### config.mk
export PLATFORM = sky130hd
export DESIGN_NAME = err_ovf_counter_pair
export DESIGN_NICKNAME = d
export VERILOG_FILES = /design/src/rtl/epc_pkg.sv /design/src/rtl/epc_counter.sv /design/src/rtl/epc_accum.sv /design/src/rtl/err_ovf_counter_pair.sv
export SDC_FILE = /design/constraint.sdc
export NUM_CORES = 1
export LEC_CHECK = 0
export BUFFER_PORTS_ARGS = -buffer_cell sky130_fd_sc_hd__buf_2
export CAP_MARGIN = 10
export CORE_UTILIZATION = 50
export DETAILED_ROUTE_END_ITERATION = 10
export GPL_ROUTABILITY_DRIVEN = 0
export PLACE_DENSITY_LB_ADDON = 0.12
export SYNTH_ARGS = -nofsm -noshare
export SYNTH_HDL_FRONTEND = slang
export SYNTH_SLANG_ARGS = --single-unit
### constraint.sdc
create_clock -name clk -period 4.9 [get_ports clk]
set_input_delay 0.98 -clock clk [delete_from_list [all_inputs] [get_ports clk]]
set_output_delay 0.98 -clock clk [all_outputs]
set_load 0.01 [all_outputs]
### src/rtl/epc_pkg.sv
package epc_pkg;
  localparam int NUM_CH = 2;

  typedef enum logic [1:0] {
    ADDR_OFDM_CNT  = 2'd0,
    ADDR_CCK_CNT   = 2'd1,
    ADDR_OFDM_MASK = 2'd2,
    ADDR_CCK_MASK  = 2'd3
  } epc_addr_e;

  function automatic logic [1:0] cnt_addr(input int ch);
    return (ch == 0) ? ADDR_OFDM_CNT : ADDR_CCK_CNT;
  endfunction

  function automatic logic [1:0] mask_addr(input int ch);
    return (ch == 0) ? ADDR_OFDM_MASK : ADDR_CCK_MASK;
  endfunction
endpackage

### src/rtl/epc_counter.sv
module epc_counter #(
  parameter int CNT_W = 32,
  parameter int TRIG  = 500
) (
  input  logic                    clk,
  input  logic                    rst_n,
  input  logic                    evt_i,
  input  logic                    dis_i,
  input  logic                    reload_i,
  input  logic                    cnt_wr_i,
  input  logic                    mask_wr_i,
  input  logic [CNT_W-1:0]        wdata_i,
  output logic [CNT_W-1:0]        cnt_o,
  output logic [CNT_W-1:0]        mask_o,
  output logic                    ovf_o,
  output logic signed [CNT_W:0]   delta_o
);
  localparam logic [CNT_W:0]   FULL_W  = (CNT_W+1)'(1) << (CNT_W-1);
  localparam logic [CNT_W:0]   TRIG_W  = (CNT_W+1)'(TRIG);
  localparam logic [CNT_W-1:0] PRELOAD = CNT_W'(FULL_W - TRIG_W);

  logic [CNT_W-1:0] cnt_q;
  logic [CNT_W-1:0] mask_q;
  logic             count_en;

  // events since load: trigger minus the distance still left to full scale
  function automatic logic signed [CNT_W:0] events_since_load(input logic [CNT_W-1:0] v);
    logic [CNT_W:0] remaining;
    remaining = FULL_W - {1'b0, v};
    return $signed(TRIG_W - remaining);
  endfunction

  assign count_en = evt_i && (mask_q != '0);

  always_ff @(posedge clk) begin
    if (!rst_n) begin
      cnt_q  <= '0;
      mask_q <= '0;
    end else if (dis_i) begin
      cnt_q  <= '0;
      mask_q <= '0;
    end else begin
      if (reload_i)      cnt_q <= PRELOAD + CNT_W'(count_en);
      else if (cnt_wr_i) cnt_q <= wdata_i;
      else if (count_en) cnt_q <= cnt_q + CNT_W'(1);
      if (mask_wr_i)     mask_q <= wdata_i;
    end
  end

  assign cnt_o   = cnt_q;
  assign mask_o  = mask_q;
  assign ovf_o   = cnt_q[CNT_W-1];
  assign delta_o = events_since_load(cnt_q);
endmodule

### src/rtl/epc_accum.sv
module epc_accum #(
  parameter int ACC_W = 32,
  parameter int DW    = 33
) (
  input  logic                 clk,
  input  logic                 rst_n,
  input  logic                 clr_i,
  input  logic                 add_i,
  input  logic signed [DW-1:0] delta_i,
  output logic [ACC_W-1:0]     acc_o
);
  localparam int          SW      = ((ACC_W > DW) ? ACC_W : DW) + 1;
  localparam logic [SW-1:0] MAX_W = SW'({ACC_W{1'b1}});

  logic [ACC_W-1:0] acc_q;
  logic [ACC_W-1:0] base;

  function automatic logic [ACC_W-1:0] sat_add(input logic [ACC_W-1:0] a,
                                                input logic signed [DW-1:0] d);
    logic [SW-1:0] sum;
    if (d <= 0) return a;
    sum = SW'(a) + SW'(unsigned'(d));
    if (sum > MAX_W) return {ACC_W{1'b1}};
    return sum[ACC_W-1:0];
  endfunction

  assign base = clr_i ? '0 : acc_q;

  always_ff @(posedge clk) begin
    if (!rst_n)     acc_q <= '0;
    else if (add_i) acc_q <= sat_add(base, delta_i);
    else            acc_q <= base;
  end

  assign acc_o = acc_q;
endmodule

### src/rtl/err_ovf_counter_pair.sv
module err_ovf_counter_pair #(
  parameter int CNT_W     = 32,
  parameter int ACC_W     = 32,
  parameter int OFDM_TRIG = 500,
  parameter int CCK_TRIG  = 200
) (
  input  logic                  clk,
  input  logic                  rst_n,
  input  logic                  ofdm_evt,
  input  logic                  cck_evt,
  input  logic                  reg_wr,
  input  logic [1:0]            reg_addr,
  input  logic [CNT_W-1:0]      reg_wdata,
  input  logic [1:0]            rd_addr,
  output logic [CNT_W-1:0]      rd_data,
  input  logic                  harvest,
  input  logic                  disable_req,
  input  logic                  period_clr,
  input  logic                  life_clr,
  output logic                  irq,
  output logic                  harv_valid,
  output logic                  harv_new,
  output logic signed [CNT_W:0] harv_ofdm,
  output logic signed [CNT_W:0] harv_cck,
  output logic [ACC_W-1:0]      period_ofdm,
  output logic [ACC_W-1:0]      period_cck,
  output logic [ACC_W-1:0]      life_ofdm,
  output logic [ACC_W-1:0]      life_cck
);
  import epc_pkg::*;
  localparam int DW = CNT_W + 1;

  logic                   harvest_go;
  logic [NUM_CH-1:0]      evt_v;
  logic [NUM_CH-1:0]      ovf_v;
  logic [CNT_W-1:0]       cnt_v   [NUM_CH];
  logic [CNT_W-1:0]       mask_v  [NUM_CH];
  logic signed [DW-1:0]   delta_v [NUM_CH];
  logic signed [DW-1:0]   harv_q  [NUM_CH];
  logic [ACC_W-1:0]       per_v   [NUM_CH];
  logic [ACC_W-1:0]       life_v  [NUM_CH];
  logic                   valid_q;
  logic                   new_q;

  // named internal events for the checker
  logic [CNT_W-1:0] ofdm_cnt, cck_cnt, ofdm_mask, cck_mask;

  assign harvest_go = harvest && !disable_req;
  assign evt_v      = {cck_evt, ofdm_evt};

  for (genvar ch = 0; ch < NUM_CH; ch++) begin : g_ch
    localparam int TRIG_CH = (ch == 0) ? OFDM_TRIG : CCK_TRIG;

    epc_counter #(.CNT_W(CNT_W), .TRIG(TRIG_CH)) u_cnt (
      .clk       (clk),
      .rst_n     (rst_n),
      .evt_i     (evt_v[ch]),
      .dis_i     (disable_req),
      .reload_i  (harvest_go),
      .cnt_wr_i  (reg_wr && (reg_addr == cnt_addr(ch))),
      .mask_wr_i (reg_wr && (reg_addr == mask_addr(ch))),
      .wdata_i   (reg_wdata),
      .cnt_o     (cnt_v[ch]),
      .mask_o    (mask_v[ch]),
      .ovf_o     (ovf_v[ch]),
      .delta_o   (delta_v[ch])
    );

    epc_accum #(.ACC_W(ACC_W), .DW(DW)) u_per (
      .clk     (clk),
      .rst_n   (rst_n),
      .clr_i   (period_clr),
      .add_i   (harvest_go),
      .delta_i (delta_v[ch]),
      .acc_o   (per_v[ch])
    );

    epc_accum #(.ACC_W(ACC_W), .DW(DW)) u_life (
      .clk     (clk),
      .rst_n   (rst_n),
      .clr_i   (life_clr),
      .add_i   (harvest_go),
      .delta_i (delta_v[ch]),
      .acc_o   (life_v[ch])
    );

    always_ff @(posedge clk) begin
      if (!rst_n)          harv_q[ch] <= '0;
      else if (harvest_go) harv_q[ch] <= delta_v[ch];
    end
  end

  always_ff @(posedge clk) begin
    if (!rst_n) begin
      valid_q <= 1'b0;
      new_q   <= 1'b0;
    end else begin
      valid_q <= harvest_go;
      if (harvest_go) new_q <= (delta_v[0] > 0) || (delta_v[1] > 0);
    end
  end

  always_comb begin
    unique case (rd_addr)
      ADDR_OFDM_CNT:  rd_data = cnt_v[0];
      ADDR_CCK_CNT:   rd_data = cnt_v[1];
      ADDR_OFDM_MASK: rd_data = mask_v[0];
      default:        rd_data = mask_v[1];
    endcase
  end

  assign ofdm_cnt    = cnt_v[0];
  assign cck_cnt     = cnt_v[1];
  assign ofdm_mask   = mask_v[0];
  assign cck_mask    = mask_v[1];
  assign irq         = |ovf_v;
  assign harv_valid  = valid_q;
  assign harv_new    = new_q;
  assign harv_ofdm   = harv_q[0];
  assign harv_cck    = harv_q[1];
  assign period_ofdm = per_v[0];
  assign period_cck  = per_v[1];
  assign life_ofdm   = life_v[0];
  assign life_cck    = life_v[1];
endmodule

# After elaboration in Yosys (flattened, before gate mapping)
# Memory sizes are Yosys's and may differ from the RTL's.
# Cells that the tools add are included.
# totals
mem_bits_rw	66
wordCells	115
input_bits	45
n_memories	1
output_inout_bits	229
register_bits	258
# op_classes
n_eq_ne	5
order_cmp	8
muxes	59
add_sub_neg	12
n_bitwise	3
n_reduce_logical	17
# memory_table
memory	words	word_bits	rd	rd_ports_with_merged_regs	wr	line_no	source
harv_q	2	33	2	0	2	err_ovf_counter_pair.sv:39	logic signed [DW-1:0] harv_q [NUM_CH];
# ops
cell	n
$mux W32	30
$add A32 B33 Y34	4
$gt A34 B32 Y1 const B	4
$pmux W32 S3	1
$gt A33 B1 Y1 const B	2
$le A33 B1 Y1 const B	2
$mux W33	2
$sub A32 B32 Y33 const A	2
$add A31 B1 Y32 const A	2
$add A32 B1 Y32 const B	2
$reduce_bool A32 Y1	2
$sub A8 B33 Y33 const A	1
$sub A9 B33 Y33 const A	1
$mux W1	26
$logic_and A1 B1 Y1	7
$eq A2 B2 Y1 const B	3
$reduce_bool A3 Y1	2
$eq A2 B1 Y1 const B	2
$logic_not A2 Y1	2
$reduce_or A2 Y1	2
$or A1 B1 Y1	2
$logic_not A1 Y1	1
$logic_or A1 B1 Y1	1
$not A1 Y1	1

# Logic depth before layout (Yosys ltp)
# Gate-level depths: netlist of the first run.
# depth
ltp_word	12
mapped_depth	21
depth_no_buf	18

# Cells and area by module
# Synthesis of the first run repeated with hierarchy kept, for this count alone.
# hier_totals
hier_cells	2790
area_unflattened_um2	24096.9
# modules_own_cells
mod	cells_each	seq_area_each_um2	n_inst	area_each_um2
epc_accum (g_ch[0].u_per ...)	388	640.6	2	3158.0
epc_accum (g_ch[0].u_life ...)	399	640.6	2	3156.8
epc_counter (g_ch[0].u_cnt)	521	1281.2	1	4077.7
epc_counter (g_ch[1].u_cnt)	472	1281.2	1	3861.2
err_ovf_counter_pair	223	2021.9	1	3528.4

# Worst setup path before layout of the first run
# Ideal clock, no wire load.
# synth_path
path_kind	input to register
from	in life_clr
to	reg g_ch[1].u_life.acc_q[16]
cell_stages	18
setup_slack_ps	-58
t_required_ps	4826
path_buffers	4
setup_time_ps	74
arrival_time_ps	4884
cell_sequence	clkbuf_1 -> clkbuf_1 -> clkbuf_1 -> nor2b_1 -> ha_1 -> fa_1 -> a21oi_1 -> o21ai_0 -> a31o_2 -> a31oi_1 -> o31ai_1 -> o311ai_1 -> a2bb2oi_1 -> o31a_1 -> o211a_1 -> inv_2 -> buf_2 -> a31oi_1
# synth_between
elab_chain_cells	10
word_cells_on_any_way	12
cone_classes	1 x add/sub; 1 x order compare; 10 x mux
# synth_lines
item	line_no	source
start: declaration	err_ovf_counter_pair.sv:19	input logic life_clr,
$mux W32 *	epc_accum.sv:27	assign base = clr_i ? '0 : acc_q;
$add A32 B33 Y34	epc_accum.sv:22	sum = SW'(a) + SW'(unsigned'(d));
$gt A34 B32 Y1	epc_accum.sv:23	if (sum > MAX_W) return {ACC_W{1'b1}};
$mux W1	epc_accum.sv:23	
$mux W1	epc_accum.sv:22	
$mux W1	epc_accum.sv:31	else if (add_i) acc_q <= sat_add(base, delta_i);
$mux W1	epc_accum.sv:30	if (!rst_n) acc_q <= '0;
$mux W32	epc_accum.sv:24	return sum[ACC_W-1:0];
$mux W32	epc_accum.sv:22	
$mux W32 *	epc_accum.sv:31	
end signal: assignment	epc_accum.sv:31	
end signal: assignment	epc_accum.sv:32	else acc_q <= base;
end: declaration	epc_accum.sv:15	logic [ACC_W-1:0] acc_q;
# Mark *: on every way between the ends. The rest lies on a longest branch, timed or not. The select of a mux whose other input is x is not followed.
# A chain may end at the register's enable or synchronous reset.

==> reports/metrics.yaml, run 1 <==
sequentialPowerShare: 0.409
cp-end-kind: "register"
p_int_mw: 5.01
status: "finished, final reports clean"
syn_nets: 3018
placed_area_um2: 25700
hp-start: "g_ch[0].u_cnt.mask_o[6]"
r2r-end: "g_ch[1].u_life.acc_o[11]"
grt_max_degree: 68
syn_area_per_cell_um2: 8.15
post-route-cell-area_um2: 27200
synth_top_family_by_area: "compound AO/OA/AOI/OAI gates"
grt_pass1_wl_um: 125000
fin_util: 0.598
fillers: 4131
grtUsageTotal: 0.343
root_buffer: "clkbuf_16"
core-area_um2: 45500
drcViolationCount: 0
hpwl_um: 63200
vias: 23400
yosysSeqAreaShare: 0.309
drt_iter0_markers: 2851
instances_no_fill: 3752
dp_cells: 3671
synth_edf_count: 66
net-switching-power_mw: 1.98
areaGrowthSynthToFinish_pct: 17.7
finalCritPeriodShare: 0.960
routedWlPerCell_um: 22.1
grt_pass1_vias: 21600
timing.hold.ws_ns: 0.477
synth_async_sr_flop_share: 0
rsz0062_at_grt: "no"
grt_antenna_before_repair: 0
die_w_um: 217
holdPathStages: 2
clk_pin_slew_ns: 0.06
worstPathMaxFanout: 15
synthCells: 2838
yosysTopAreaCell: "dfxtp_1"
leakage_nw: 11.9
cts.sinks: 324
placementRows: 78
synth_flop_cell: "dfxtp_1"
synthXorXnorAreaFrac: 0.0885
hold_class: "reg2reg"
finalSetupViolCount: 0
layout_setup_ws_ns: 0.197
hold_viol_final: 0
cts_tree: "built"
cts_buffers: 40
clock_latency_ns: 0.59
die_y_um: 217
crit_arrival_ns: 5.19
worst-r2r-setup-slack_ns: 0.20
synth_compound_area_frac: 0.233
hold_end: "g_ch[0].u_cnt.mask_o[6]"
ios: 274
seq_area_um2: 7150
syn-cell-area_um2: 23100
initial_utilization: 0.509
min_period_ns: 4.70
tightest_slew_ns: 0.998
ys_top_cells_by_count: "a21oi_1, nand2_1, dfxtp_1"
clkPwrFrac: 0.453
final_layout_size_suffix_gt1_frac: 0.191
dp_slack_ns: -0.120
crit_required_ns: 5.39
powerDensity_nw_per_um2: 257
max-clock-path-buffers: 3
viasPerCell: 6.25
synth_area_leaders: "dfxtp_1, edfxtp_1, ha_1"
relSlewSlack: 0.334
maxCapViolCount: 0
vdd_drop_max_mv: 0.212
tns_ns: 0
cp-startpoint: "g_ch[1].u_cnt.cnt_o[3]"
die-area_um2: 47100
comb_power_share: 0.138
synth_warnings: 0
synth-seq-cells: 324
first_pass_iters: 6
path_class: "reg2reg"
htreeDepth: 2
yosysMostFrequentCell: "a21oi_1"
grt-ovfl-total: 0
finClkSkew_ns: 0.0221
synth_cell_types: 108
layout.nets: 3298
multiInputGateArea_um2: 15100
r2r_start: "g_ch[1].u_cnt.cnt_o[3]"
ff2ff_path_depth: 16
fmax_mhz: 213
finalPower_mw: 6.99
totalWireLength_um: 82800
synth_top_area_frac: 0.223
p_sw_frac: 0.284
worstSetupStartpointType: "register"
drv_slew: 0
synth_simple_gate_area_frac: 0.218
synth_mux_area_frac: 0.0325
ant_nets: 0
port_buffers: 273
yosys.area_share.adder: 0.0743
[area by class of cell]
cell class,instances,share of cell area
Multi-Input combinational cell,2260,0.554
Sequential cell,324,0.263
Timing Repair Buffer,423,0.0949
Clock buffer,49,0.0402
Tap cell,600,0.0276
Clock inverter,25,0.0114
Inverter,69,0.00952
Antenna cell,2,0.000184
[worst max-delay path: stages, from the launching register on]
cell and delay (ns):
dfxtp_1 0.41, buf_4 0.19, nand3_1 0.09, xor2_1 0.71, ha_1 0.30, o21a_1 0.18
a31o_2 0.21, a31oi_1 0.12, o31ai_1 0.72, o311ai_1 0.16, buf_4 0.19, a2bb2oi_2 0.18
o311ai_0 0.35, o211a_1 0.32, inv_2 0.09, buf_12 0.16, a31oi_1 0.21
[power groups by stage]
stage	Combinational, mW	Clock [mW]	Sequential [mW]
after CTS	0.932	3.18	2.86
after global routing	1.02	3.30	2.86
after global placement	0.913	0	2.91
after detailed placement	0.926	0	2.92
final	0.962	3.17	2.86
after floorplan	0.570	0	2.90
[kinds of logic after synthesis]
group | count (synthesis)
XOR/XNOR | 225
AO/OA/AOI/OAI | 873
flip-flops | 324
buffers and inverters | 254
AND/OR/NAND/NOR | 992
adder cells (fa/ha/maj) | 135
multiplexers | 35
[per-layer routing]
layer	vias up	share of wire	GRT usage	routed length (um)
met5	-	0	0	0
met2	1336	0.43	0.527	36000
met3	221	0.11	0.0502	8730
met4	0	0.044	0.137	3610
met1	11000	0.42	0.481	34500
li1	10800	-	-	-
[how the worst max path moves through the flow]
stage | endpoint | slack [ns] | cells past startpoint
2_1_floorplan | g_ch[1].u_life.acc_o[16] | 0.02 | 18
6_report | g_ch[1].u_life.acc_o[11] | 0.20 | 16
4_1_cts | g_ch[1].u_per.acc_o[4] | 0.04 | 20
5_1_grt | g_ch[1].u_per.acc_o[4] | 0.02 | 19
3_5_place_dp | g_ch[1].u_per.acc_o[19] | -0.12 | 18
3_3_place_gp | g_ch[1].u_per.acc_o[23] | 0.008 | 19
[sequential cells by signal (all words and copies together), names as in the netlist]
name	cells
g_ch.u_life.acc_o	64
harv_q	66
g_ch.u_cnt.cnt_o	64
harv_new	1
harv_valid	1
g_ch.u_per.acc_o	64
g_ch.u_cnt.mask_o	64
[layout by cell type (no fill, tap or decap), types with 38 or more instances in the layout]
master and count:
a21oi_1 293, buf_2 272, nand2_1 258, dfxtp_1 257
o21ai_0 218, nor2_1 217, buf_4 144, nor2b_1 139
ha_1 130, xnor2_1 128, xor2_1 84, a21o_1 79
nand3_1 72, a31oi_1 68, inv_1 67, edfxtp_1 66
nor3_1 51, nand4_1 45, clkbuf_16 40, and2_1 38
[repair_timing]
item                       in CTS  in global routing
buffers inserted                4                  1
pin swaps                       0                  1
setup endpoints to repair      54                 64
hold buffers                    0                  0
gates resized for setup         2                 11
Power figures use the tool's default switching activity.
==> inputs of run 2 (changes only) <==
--- a/config.mk
+++ b/config.mk
@@ -5,12 +5,14 @@
 export SDC_FILE = /design/constraint.sdc
 export NUM_CORES = 1
 export LEC_CHECK = 0
+export ABC_AREA = 1
 export BUFFER_PORTS_ARGS = -buffer_cell sky130_fd_sc_hd__buf_2
 export CAP_MARGIN = 10
-export CORE_UTILIZATION = 50
+export CORE_UTILIZATION = 31
 export DETAILED_ROUTE_END_ITERATION = 10
 export GPL_ROUTABILITY_DRIVEN = 0
 export PLACE_DENSITY_LB_ADDON = 0.12
+export REMOVE_ABC_BUFFERS = 1
 export SYNTH_ARGS = -nofsm -noshare
 export SYNTH_HDL_FRONTEND = slang
 export SYNTH_SLANG_ARGS = --single-unit
==> run 2 against run 1 <==
Net effect: register-to-register slack improved by 0.13 ns; synthesized cell count increased by 32%; worst hold slack got worse by 0.0092 ns; area after synthesis is 6.6% higher; sequential power barely moved; largest cell class unchanged; clock power grew 10%; die area is 71% higher.
==> reports/metrics.yaml, run 2 <==
tns_ns: 0  # unchanged
core-area_um2: 78900  # +73%
hpwl_um: 83700  # +33%
max-clock-path-buffers: 3  # unchanged
fillers: 8766  # +110%
first_pass_iters: 5  # -1
final_common_cell: "nand2_1"
hold_viol_final: 0  # unchanged
final_layout_size_suffix_gt1_frac: 0.142  # -0.0491
clock_latency_ns: 0.61  # +0.02 ns
post-cts-setup-buffers: 0  # -4
dp_cells: 4993  # +36%
areaGrowthSynthToFinish_pct: 16.8
yosysSeqAreaShare: 0.290  # -0.0191
root_buffer: "clkbuf_16"
vias: 25800  # +10%
post-route-cell-area_um2: 28800  # +5.8%
grt_antenna_before_repair: 1  # +1
hold_class: "reg2reg"
placementRows: 103  # +32%
finalSetupViolCount: 0  # unchanged
synth_top_area_frac: 0.210  # -0.0138
cts_buffers: 45  # +13%
crit_arrival_ns: 5.02  # -0.17 ns
ant_nets: 0  # unchanged
cts_tree: "built"
crit_slowest_cell: "nor2_8"
synth_flop_cell: "dfxtp_1"
synthCells: 3741  # +32%
layout_common_cells: "nand2_1, nor2_1, inv_1, o21ai_0, a21oi_1"
htreeDepth: 2  # unchanged
drv_slew: 0  # unchanged
placed_area_um2: 27300  # +6.1%
routedWlPerCell_um: 20.9  # -5.4%
timing.hold.ws_ns: 0.468  # -0.00920 ns
finalPower_mw: 7.47  # +6.9%
grt_max_degree: 85  # +25%
cts-resized-gates: 0  # -2
critPathTopFamily: "simple AND/OR/NAND/NOR gates"
slowest_delay_ns: 0.48  # -0.24 ns
crit_required_ns: 5.35  # -0.04 ns
tightest_slew_ns: 1.13  # +0.133 ns
fmax_mhz: 218  # +2.8%
grt_pass1_vias: 24700  # +14%
min_period_ns: 4.58  # -0.126 ns
leakage_nw: 12.8  # +7.3%
largest_register: "harv_q"
initial_utilization: 0.313  # -0.196
viasPerCell: 5.08  # -19%
yosysTopAreaCell: "dfxtp_1"
synth_cell_types: 60  # -44%
syn_area_per_cell_um2: 6.59  # -19%
powerDensity_nw_per_um2: 259  # +0.99%
postCtsHoldBufs: 0  # unchanged
synth_async_sr_flop_share: 0  # unchanged
synth_area_leaders: "dfxtp_1, nand2_1, nor2_1"
die_w_um: 284  # +31%
drcViolationCount: 0  # unchanged
clk_pin_slew_ns: 0.06  # about the same
layout_setup_ws_ns: 0.323  # +0.126 ns
totalWireLength_um: 106000  # +28%
synth_warnings: 0  # unchanged
synth-seq-cells: 324  # unchanged
synth_edf_count: 66  # unchanged
maxCapViolCount: 0  # unchanged
dp_slack_ns: 0.338  # +0.458 ns
path_class: "reg2reg"
grt_pass1_wl_um: 158000  # +26%
port_buffers: 273  # unchanged
relSlewSlack: 0.246  # -0.0889
largest_reg_flops: 66  # unchanged
worstPathMaxFanout: 28  # +13
instances_no_fill: 5078  # +35%
syn-cell-area_um2: 24600  # +6.6%
die_y_um: 284  # +31%
worstSetupStartpointType: "register"
status: "finished, final reports clean"
grtUsageTotal: 0.256  # -0.0867
vdd_drop_max_mv: 0.222  # +4.8%
rsz0062_at_grt: "no"
cts.sinks: 324  # unchanged
finClkSkew_ns: 0.0371  # +0.0150 ns
drt_iter0_markers: 2231  # -22%
yosysMostFrequentCell: "nand2_1"
finalCritPeriodShare: 0.934  # -0.0257
fin_util: 0.365  # -0.233
die-area_um2: 80600  # +71%
grt-ovfl-total: 0  # unchanged
worst-path-buf-inv: 4  # unchanged
cp-end-kind: "register"
path_cells: "ha_1 -> nand2_1 -> inv_2 -> nor2_1 -> nand2_2 -> nand2_2 -> nor2_4 -> inv_2 -> nor2_1 -> xor2_1 -> inv_1 -> ha_1 -> a21oi_1 -> nor2_1 -> nor2_1 -> o21ai_0 -> a221oi_1 -> nand2_1 -> nand2_1 -> nand2_1 -> inv_1 -> nand2_4 -> nor2_8 -> a21oi_1"
layout.nets: 4170  # +26%
ys_top_cells_by_count: "nand2_1, nor2_1, inv_1"
ios: 274  # unchanged
==> run 2: cell type report <==
type,instances,area [um^2],share of cell area
Timing Repair Buffer,334,1880,0.0652
Antenna cell,1,2.50,0.0000869
Tap cell,1050,1310,0.0456
Sequential cell,324,7150,0.248
Clock buffer,55,1260,0.0437
Multi-Input combinational cell,2787,15000,0.522
Clock inverter,29,283,0.00982
Inverter,498,1880,0.0652
==> run 2: kinds of logic (layout without fill, tap and decap cells) <==
kind of cell	Yosys count	in the layout	synth area share
simple gates	1712	1712	0.303
compound gates	795	795	0.185
buf+inv	630	916	0.101
flops	324	324	0.290
xor+xnor	145	145	0.0515
fa+ha+maj	135	135	0.0697
other cells	0	1	0
==> run 2: power breakdown <==
part           switching, mW  internal (mW)
Clock                   1.46           2.05
Combinational          0.764          0.312
Sequential            0.0912           2.80
==> run 2: worst paths after layout <==
path	start	endpoint	slack, ns	cells past startpoint
hold / removal	g_ch[1].u_cnt.mask_o[9]	g_ch[1].u_cnt.mask_o[9]	0.47	2
hold reg to reg	g_ch[1].u_cnt.mask_o[9]	g_ch[1].u_cnt.mask_o[9]	0.47	2
setup / recovery	g_ch[1].u_cnt.cnt_o[4]	g_ch[1].u_per.acc_o[4]	0.32	24
setup reg to reg	g_ch[1].u_cnt.cnt_o[4]	g_ch[1].u_per.acc_o[4]	0.32	24
==> run 2: routing by layer <==
metal | up-vias | global-route usage | part of all wire
li1 | 12900 | - | -
met1 | 12100 | 0.337 | 0.45
met4 | 0 | 0.0695 | 0.028
met2 | 726 | 0.439 | 0.48
met5 | - | 0 | 0
met3 | 125 | 0.0291 | 0.049
==> run 2: tightest hold or removal path, cell delays in order (launching register included) <==
cell and delay [ns]:
dfxtp_1 0.31, inv_1 0.06, a21oi_1 0.05
